<file path="src/rtl/nvm_spi_pkg.sv">
package nvm_spi_pkg;
    localparam logic [7:0] OP_READ  = 8'h03;
    localparam logic [7:0] OP_WRITE = 8'h02;
    localparam logic [7:0] OP_WREN  = 8'h06;
    localparam logic [7:0] OP_RDSR  = 8'h05;

    typedef enum logic [3:0] {
        SQ_BOOT_STAT, SQ_BOOT_LOAD, SQ_READY, SQ_WREN,
        SQ_WRITE, SQ_POLL, SQ_VERIFY, SQ_ACK
    } seq_state_t;

    typedef enum logic [2:0] {
        FR_IDLE, FR_SETUP, FR_HIGH, FR_LOW, FR_HOLD, FR_GAP
    } frame_state_t;
endpackage

</file>
<file path="src/rtl/cycle_timer.sv">
module cycle_timer #(
    parameter int W = 8
) (
    input  logic         clk,
    input  logic         rst_n,
    input  logic         load,
    input  logic [W-1:0] val,
    output logic         expired
);
    logic [W-1:0] cnt;

    always_ff @(posedge clk) begin
        if (!rst_n)        cnt <= '0;
        else if (load)     cnt <= val;
        else if (cnt != 0) cnt <= cnt - 1'b1;
    end

    assign expired = (cnt == '0);
endmodule

</file>
<file path="src/rtl/spi_frame.sv">
module spi_frame
    import nvm_spi_pkg::*;
#(
    parameter int HALF     = 32,
    parameter int CS_SETUP = 64,
    parameter int CS_HOLD  = 96
) (
    input  logic        clk,
    input  logic        rst_n,
    input  logic        start,
    input  logic [4:0]  nbits,
    input  logic [23:0] tx,
    input  logic        miso,
    output logic        sck,
    output logic        mosi,
    output logic        cs_n,
    output logic [7:0]  rx,
    output logic        done
);
    localparam int MAXC = (CS_HOLD > CS_SETUP) ? ((CS_HOLD > HALF) ? CS_HOLD : HALF)
                                               : ((CS_SETUP > HALF) ? CS_SETUP : HALF);
    localparam int TW = $clog2(MAXC + 1);
    localparam logic [TW-1:0] HALF_V  = TW'(HALF - 1);
    localparam logic [TW-1:0] SETUP_V = TW'(CS_SETUP - 1);
    localparam logic [TW-1:0] HOLD_V  = TW'(CS_HOLD - 1);

    frame_state_t st, nxt;
    logic          tld, texp;
    logic [TW-1:0] tval;
    logic [23:0]   shreg;
    logic [4:0]    bits_left;

    cycle_timer #(.W(TW)) u_tmr (
        .clk(clk), .rst_n(rst_n), .load(tld), .val(tval), .expired(texp)
    );

    always_comb begin
        nxt  = st;
        tld  = 1'b0;
        tval = '0;
        done = 1'b0;
        unique case (st)
            FR_IDLE:  if (start) begin nxt = FR_SETUP; tld = 1'b1; tval = SETUP_V; end
            FR_SETUP: if (texp)  begin nxt = FR_HIGH;  tld = 1'b1; tval = HALF_V;  end
            FR_HIGH:  if (texp) begin
                tld = 1'b1;
                if (bits_left == 5'd1) begin nxt = FR_HOLD; tval = HOLD_V; end
                else                   begin nxt = FR_LOW;  tval = HALF_V; end
            end
            FR_LOW:   if (texp) begin nxt = FR_HIGH; tld = 1'b1; tval = HALF_V; end
            FR_HOLD:  if (texp) begin nxt = FR_GAP;  tld = 1'b1; tval = HALF_V; end
            FR_GAP:   if (texp) begin nxt = FR_IDLE; done = 1'b1; end
            default:  nxt = FR_IDLE;
        endcase
    end

    always_ff @(posedge clk) begin
        if (!rst_n) begin
            st        <= FR_IDLE;
            sck       <= 1'b0;
            mosi      <= 1'b0;
            cs_n      <= 1'b1;
            rx        <= '0;
            shreg     <= '0;
            bits_left <= '0;
        end else begin
            st <= nxt;
            if (st == FR_IDLE && start) begin
                shreg     <= tx;
                bits_left <= nbits;
                cs_n      <= 1'b0;
            end
            if (nxt == FR_HIGH && st != FR_HIGH) begin
                sck  <= 1'b1;
                mosi <= shreg[23];
            end
            if (st == FR_HIGH && texp) begin
                sck       <= 1'b0;
                rx        <= {rx[6:0], miso};
                shreg     <= {shreg[22:0], 1'b0};
                bits_left <= bits_left - 5'd1;
            end
            if (st == FR_HOLD && texp) cs_n <= 1'b1;
        end
    end
endmodule

</file>
<file path="src/rtl/nvm_spi_writethru.sv">
module nvm_spi_writethru
    import nvm_spi_pkg::*;
#(
    parameter int HALF       = 32,
    parameter int CS_SETUP   = 64,
    parameter int CS_HOLD    = 96,
    parameter int LOAD_WORDS = 4
) (
    input  logic       clk,
    input  logic       rst_n,
    input  logic       wr_req,
    input  logic [7:0] wr_addr,
    input  logic [7:0] wr_data,
    output logic       wr_ack,
    output logic       wr_err,
    output logic       cfg_ready,
    output logic       load_valid,
    output logic [7:0] load_addr,
    output logic [7:0] load_data,
    output logic       spi_sck,
    output logic       spi_mosi,
    input  logic       spi_miso,
    output logic       spi_cs_n
);
    localparam int IW = (LOAD_WORDS > 1) ? $clog2(LOAD_WORDS) : 1;
    localparam logic [IW-1:0] LAST_IDX = IW'(LOAD_WORDS - 1);

    seq_state_t    state, nxt;
    logic          launched;
    logic [IW-1:0] load_idx;
    logic [7:0]    lat_a, lat_d;
    logic          err_q;
    logic          fr_start, fr_done, in_frame;
    logic [4:0]    fr_nbits;
    logic [23:0]   fr_tx;
    logic [7:0]    fr_rx;

    spi_frame #(.HALF(HALF), .CS_SETUP(CS_SETUP), .CS_HOLD(CS_HOLD)) u_frame (
        .clk(clk), .rst_n(rst_n), .start(fr_start), .nbits(fr_nbits), .tx(fr_tx),
        .miso(spi_miso), .sck(spi_sck), .mosi(spi_mosi), .cs_n(spi_cs_n),
        .rx(fr_rx), .done(fr_done)
    );

    // next state and outputs
    always_comb begin
        nxt      = state;
        fr_tx    = '0;
        fr_nbits = 5'd8;
        in_frame = 1'b1;
        unique case (state)
            SQ_BOOT_STAT: begin
                fr_tx = {OP_RDSR, 16'h0}; fr_nbits = 5'd16;
                if (fr_done) nxt = SQ_BOOT_LOAD;
            end
            SQ_BOOT_LOAD: begin
                fr_tx = {OP_READ, 8'(load_idx), 8'h0}; fr_nbits = 5'd24;
                if (fr_done && load_idx == LAST_IDX) nxt = SQ_READY;
            end
            SQ_READY: begin
                in_frame = 1'b0;
                if (wr_req) nxt = SQ_WREN;
            end
            SQ_WREN: begin
                fr_tx = {OP_WREN, 16'h0}; fr_nbits = 5'd8;
                if (fr_done) nxt = SQ_WRITE;
            end
            SQ_WRITE: begin
                fr_tx = {OP_WRITE, lat_a, lat_d}; fr_nbits = 5'd24;
                if (fr_done) nxt = SQ_POLL;
            end
            SQ_POLL: begin
                fr_tx = {OP_RDSR, 16'h0}; fr_nbits = 5'd16;
                if (fr_done && !fr_rx[0]) nxt = SQ_VERIFY;
            end
            SQ_VERIFY: begin
                fr_tx = {OP_READ, lat_a, 8'h0}; fr_nbits = 5'd24;
                if (fr_done) nxt = SQ_ACK;
            end
            SQ_ACK: begin
                in_frame = 1'b0;
                nxt = SQ_READY;
            end
            default: begin
                in_frame = 1'b0;
                nxt = SQ_BOOT_STAT;
            end
        endcase
        fr_start   = in_frame && !launched;
        wr_ack     = (state == SQ_ACK);
        wr_err     = err_q;
        cfg_ready  = (state != SQ_BOOT_STAT) && (state != SQ_BOOT_LOAD);
        load_valid = (state == SQ_BOOT_LOAD) && fr_done;
        load_addr  = 8'(load_idx);
        load_data  = fr_rx;
    end

    // state register
    always_ff @(posedge clk) begin
        if (!rst_n) begin
            state    <= SQ_BOOT_STAT;
            launched <= 1'b0;
            load_idx <= '0;
            lat_a    <= '0;
            lat_d    <= '0;
            err_q    <= 1'b0;
        end else begin
            state <= nxt;
            if (fr_done)       launched <= 1'b0;
            else if (fr_start) launched <= 1'b1;
            if (state == SQ_BOOT_LOAD && fr_done) load_idx <= load_idx + 1'b1;
            if (state == SQ_READY && wr_req) begin
                lat_a <= wr_addr;
                lat_d <= wr_data;
            end
            if (state == SQ_VERIFY && fr_done) err_q <= (fr_rx != lat_d);
        end
    end
endmodule

</file>
<file path="config.mk">
export PLATFORM = sky130hd
export DESIGN_NAME = nvm_spi_writethru
export DESIGN_NICKNAME = d
export VERILOG_FILES = /design/src/rtl/nvm_spi_pkg.sv /design/src/rtl/cycle_timer.sv /design/src/rtl/spi_frame.sv /design/src/rtl/nvm_spi_writethru.sv
export SDC_FILE = /design/constraint.sdc
export NUM_CORES = 1
export LEC_CHECK = 0
export ABC_CLOCK_PERIOD_IN_PS = 2300
export CORE_MARGIN = 2
export CORE_UTILIZATION = 45
export DETAILED_ROUTE_END_ITERATION = 6
export PLACE_DENSITY = 0.68
export SYNTH_ARGS = -nofsm -noshare
export SYNTH_HDL_FRONTEND = slang
export SYNTH_HIERARCHICAL = 1
export SYNTH_SLANG_ARGS = --single-unit
</file>
<file path="constraint.sdc">
create_clock -name clk -period 2.3 [get_ports clk]
set_input_delay 0.575 -clock clk [delete_from_list [all_inputs] [get_ports clk]]
set_output_delay 0.575 -clock clk [all_outputs]
set_load 0.02 [all_outputs]
</file>
==> run summary <==
chip width: 93.4 um
CP Capture Type: output pin
IO buf count: 36
Die Y: 93.4 um
clk slew on worst S/H paths: 0.08 ns
Yosys warning total: 6
Synth Area in Adders: 1.74%
Rel. slew slack: 59.1%
critical path depth: 7
unrepaired setup endpoints after global routing: true
root buf cell: clkbuf_8
status: finished with violations
WL/cell: 13.9 um
multiplexer share of the synthesized area: 1.81%
Post-synth EDFFs: 0
Seq/Total Area, Yosys: 40.6%
Num CTS Buffers: 9
crit-path cells: inv_2, ha_4, and4b_1, nand2_2, nor3b_4, and4bb_4, buf_6
vias in the first global route: 2,892
min-delay worst type: flip-flop to flip-flop
initial antenna violation count: 0
vias per inst: 5.33
Final Hold Fails: 0
most common cell in the netlist: dfxtp_1
Tot GR Track Use: 19.6%
Worst EP arrival: 1.82 ns
die area: 8730 um2
Slowest cell on crit path: dfxtp_2
core area: 7730 um2
post-synthesis xor/xnor area fraction: 4.59%
layout cells sized above 1: 15.4%
failing checks: setup timing
CP Launch Point: u_frame/u_tmr/cnt[1]$_SDFFE_PN0P_
filler instances: 695
Synth Area in Simple Gates: 23.2%
Cells after Synth: 421
IO Count: 43
Synth area leader: dfxtp_1
first-pass GRT wire length: 13.8 mm
Area growth, synth to finish: 22.1%
worst skew pair latency: 0.35 ns
CTS tree: built
synth cell count leaders: dfxtp_1, nand2_1, a21oi_1, nand3_1, a22oi_1
largest net degree at the start of global routing: 36
CP delay by family, top: simple AND/OR/NAND/NOR gates
Worst Slack Setup Final: -0.0963 ns
Post-Place Setup Slack: -0.198 ns
r2r startpoint: state[2]$_SDFFE_PN0P_
initial core utilization: 46.6%
site row count: 32
Pwr per Cell Area: 833 nW/um2
TritonCTS Sinks: 73
dominant cells by area after synthesis: dfxtp_1, a21oi_1, nand2_1
combinational family with the most area after synthesis: simple AND/OR/NAND/NOR gates
GRT overflow: 0
leakage: 0.00165 uW
max incr delay on CP: 0.33 ns
async set-or-reset flop fraction in the synthesized netlist: 0%
drt drc: 0
crit path kind: flip-flop to output pin
detailed placement HPWL: 5.31 mm
Period minus WS final: 2.40 ns
ANT nets after route: 0
Netlist cell types: 65
post-layout net count: 499
period utilization: 104%
Critical Path End: load_valid
internal reg-to-reg setup slack: 0.18 ns
max-cap violations: 0
CP Data Required Time: 1.73 ns
Compound-Gate Fraction of Synth Area: 19.8%
design area: 4400 um2
largest buffer count on any clock path: 2
DRT iter0 DRCs: 184
Placer Congestion: 0.778
Yosys reg bits: 73
CP Max Fanout: 2
CP Buf/Inv Count: 2
reg2reg end: u_frame/u_tmr/cnt[5]$_SDFFE_PN0P_
DRT Wirelength: 8.10 mm
final setup vio count: 1
Avg Cell Area, Syn: 8.55 um2
Worst Max-Slew Pin Slew: 0.612 ns
Post-Syn Area: 3600 um2
routed vias: 3,094
FMAX: 417 MHz
Pre-antenna DRT Iters: 4
VDD IR max: 0.000351 V
Antenna diodes: 0
H-tree levels: 3
top cell type's share of synthesized area: 40.6%
placed cell areas: 4150 um2
Post-synth top flop: dfxtp_1
Clock Skews: 0.0118 ns
crit start category: flip-flop
Slew Limit Fails: 0
Worst Reg-to-Reg Cells: 8
-- layer usage --
layer | vias to the layer above | wire length, um | global-route usage (%)
li1 | 1558 | - | -
met1 | 1459 | 3880 | 26.2
met2 | 66 | 3740 | 31.2
met3 | 11 | 341 | 4.19
met4 | 0 | 137 | 6.99
met5 | - | 0 | 0
-- timing repair --
item                                    in CTS  in global routing
gates cloned                                 0                  0
buffers inserted                             2                  2
hold buffers                                 0                  0
endpoints found under the setup margin       2                  2
pin swaps                                    3                  5
resized for setup                           11                  4
-- cells by family (layout without fill, tap and decap cells) --
| kind of cell | after synthesis | count (layout) |
|---|---|---|
| compound gates | 113 | 113 |
| xor+xnor | 18 | 18 |
| fa+ha+maj | 5 | 5 |
| buf+inv | 50 | 95 |
| flops | 73 | 73 |
| mux | 6 | 6 |
| other cells | 1 | 14 |
| simple gates | 155 | 155 |
-- worst min-delay path, delay by kind of cell, from the launching register on --
kind               cells  cell delay [ns]
and+or+nand+nor        1             0.05
AOI/OAI and AO/OA      1             0.05
DFF                    1             0.31
-- report_power, final --
part,switching [uW],internal (uW),total (uW),leakage [uW]
Clock,500,503,1000,0.0000847
Combinational,637,570,1210,0.000970
Sequential,75.9,1380,1450,0.000593
-- through the flow --
stage	power [uW]	hold WS (ns)	setup TNS (ns)	std cells	utilization, %
final	3660	0.452	-0.0963	581	56.9
after global routing	3890	0.474	-0.195	581	56.9
after CTS	3640	0.455	-0.110	579	56.5
after detailed placement	2620	0.443	-0.198	561	53.7
after global placement	2600	0.443	-0.183	561	53.7
after floorplan	2330	0.432	0	434	-
-- layout by cell type (no fill, tap or decap), types with 2 or more instances in the layout --
master / instances
nor4b_1: 2
a31o_2: 2
dfxtp_1: 71
o21ai_0: 6
nor2_1: 7
clkinvlp_4: 4
and2_1: 18
a22oi_1: 25
nand4bb_1: 2
nor3_2: 2
nand3_1: 26
and4b_1: 2
clkinv_4: 2
clkdlybuf4s50_1: 33
ha_1: 4
clkbuf_8: 9
nor3b_1: 3
a21oi_1: 55
nand2b_1: 4
mux2i_1: 5
nor2b_1: 3
o31ai_1: 3
nand3b_1: 3
nor2_2: 2
inv_2: 2
buf_4: 32
nor4_1: 2
inv_1: 7
a21oi_2: 2
dfxtp_2: 2
xnor2_1: 8
nand2_1: 62
a31oi_1: 3
conb_1: 14
a32o_1: 2
xor2_1: 9
a22o_1: 3
-- worst min-delay path by stage --
stage / cells past startpoint / slack, ns / to / from
after floorplan: 2 / 0.43 / lat_a[2]$_SDFFE_PN0P_ / lat_a[2]$_SDFFE_PN0P_
after global placement: 2 / 0.44 / lat_a[5]$_SDFFE_PN0P_ / lat_a[5]$_SDFFE_PN0P_
after detailed placement: 2 / 0.44 / lat_a[5]$_SDFFE_PN0P_ / lat_a[5]$_SDFFE_PN0P_
after CTS: 2 / 0.45 / lat_a[5]$_SDFFE_PN0P_ / lat_a[5]$_SDFFE_PN0P_
after global routing: 2 / 0.47 / lat_a[6]$_SDFFE_PN0P_ / lat_a[6]$_SDFFE_PN0P_
final: 2 / 0.45 / lat_a[5]$_SDFFE_PN0P_ / lat_a[5]$_SDFFE_PN0P_
-- sequential cells by signal, indices dropped and copies added (netlist names) --
register and cells:
u_frame/shreg 24, lat_a 8, lat_d 8, u_frame/rx 8, u_frame/u_tmr/cnt 7, u_frame/bits_left 5
state 3, u_frame/st 3, load_idx 2, launched 1, u_frame/cs_n 1, u_frame/mosi 1
u_frame/sck 1, wr_err 1
-- final cells by class --
| type | instances | area, um2 | share of cell area [%] |
|---|---|---|---|
| Timing Repair Buffer | 69 | 623 | 14.2 |
| Clock buffer | 10 | 128 | 2.90 |
| Inverter | 10 | 42.5 | 0.968 |
| Multi-Input combinational cell | 311 | 1940 | 44.2 |
| Tap cell | 102 | 128 | 2.90 |
| Sequential cell | 73 | 1460 | 33.3 |
| Clock inverter | 6 | 68.8 | 1.57 |
Power figures use the tool's default switching activity.
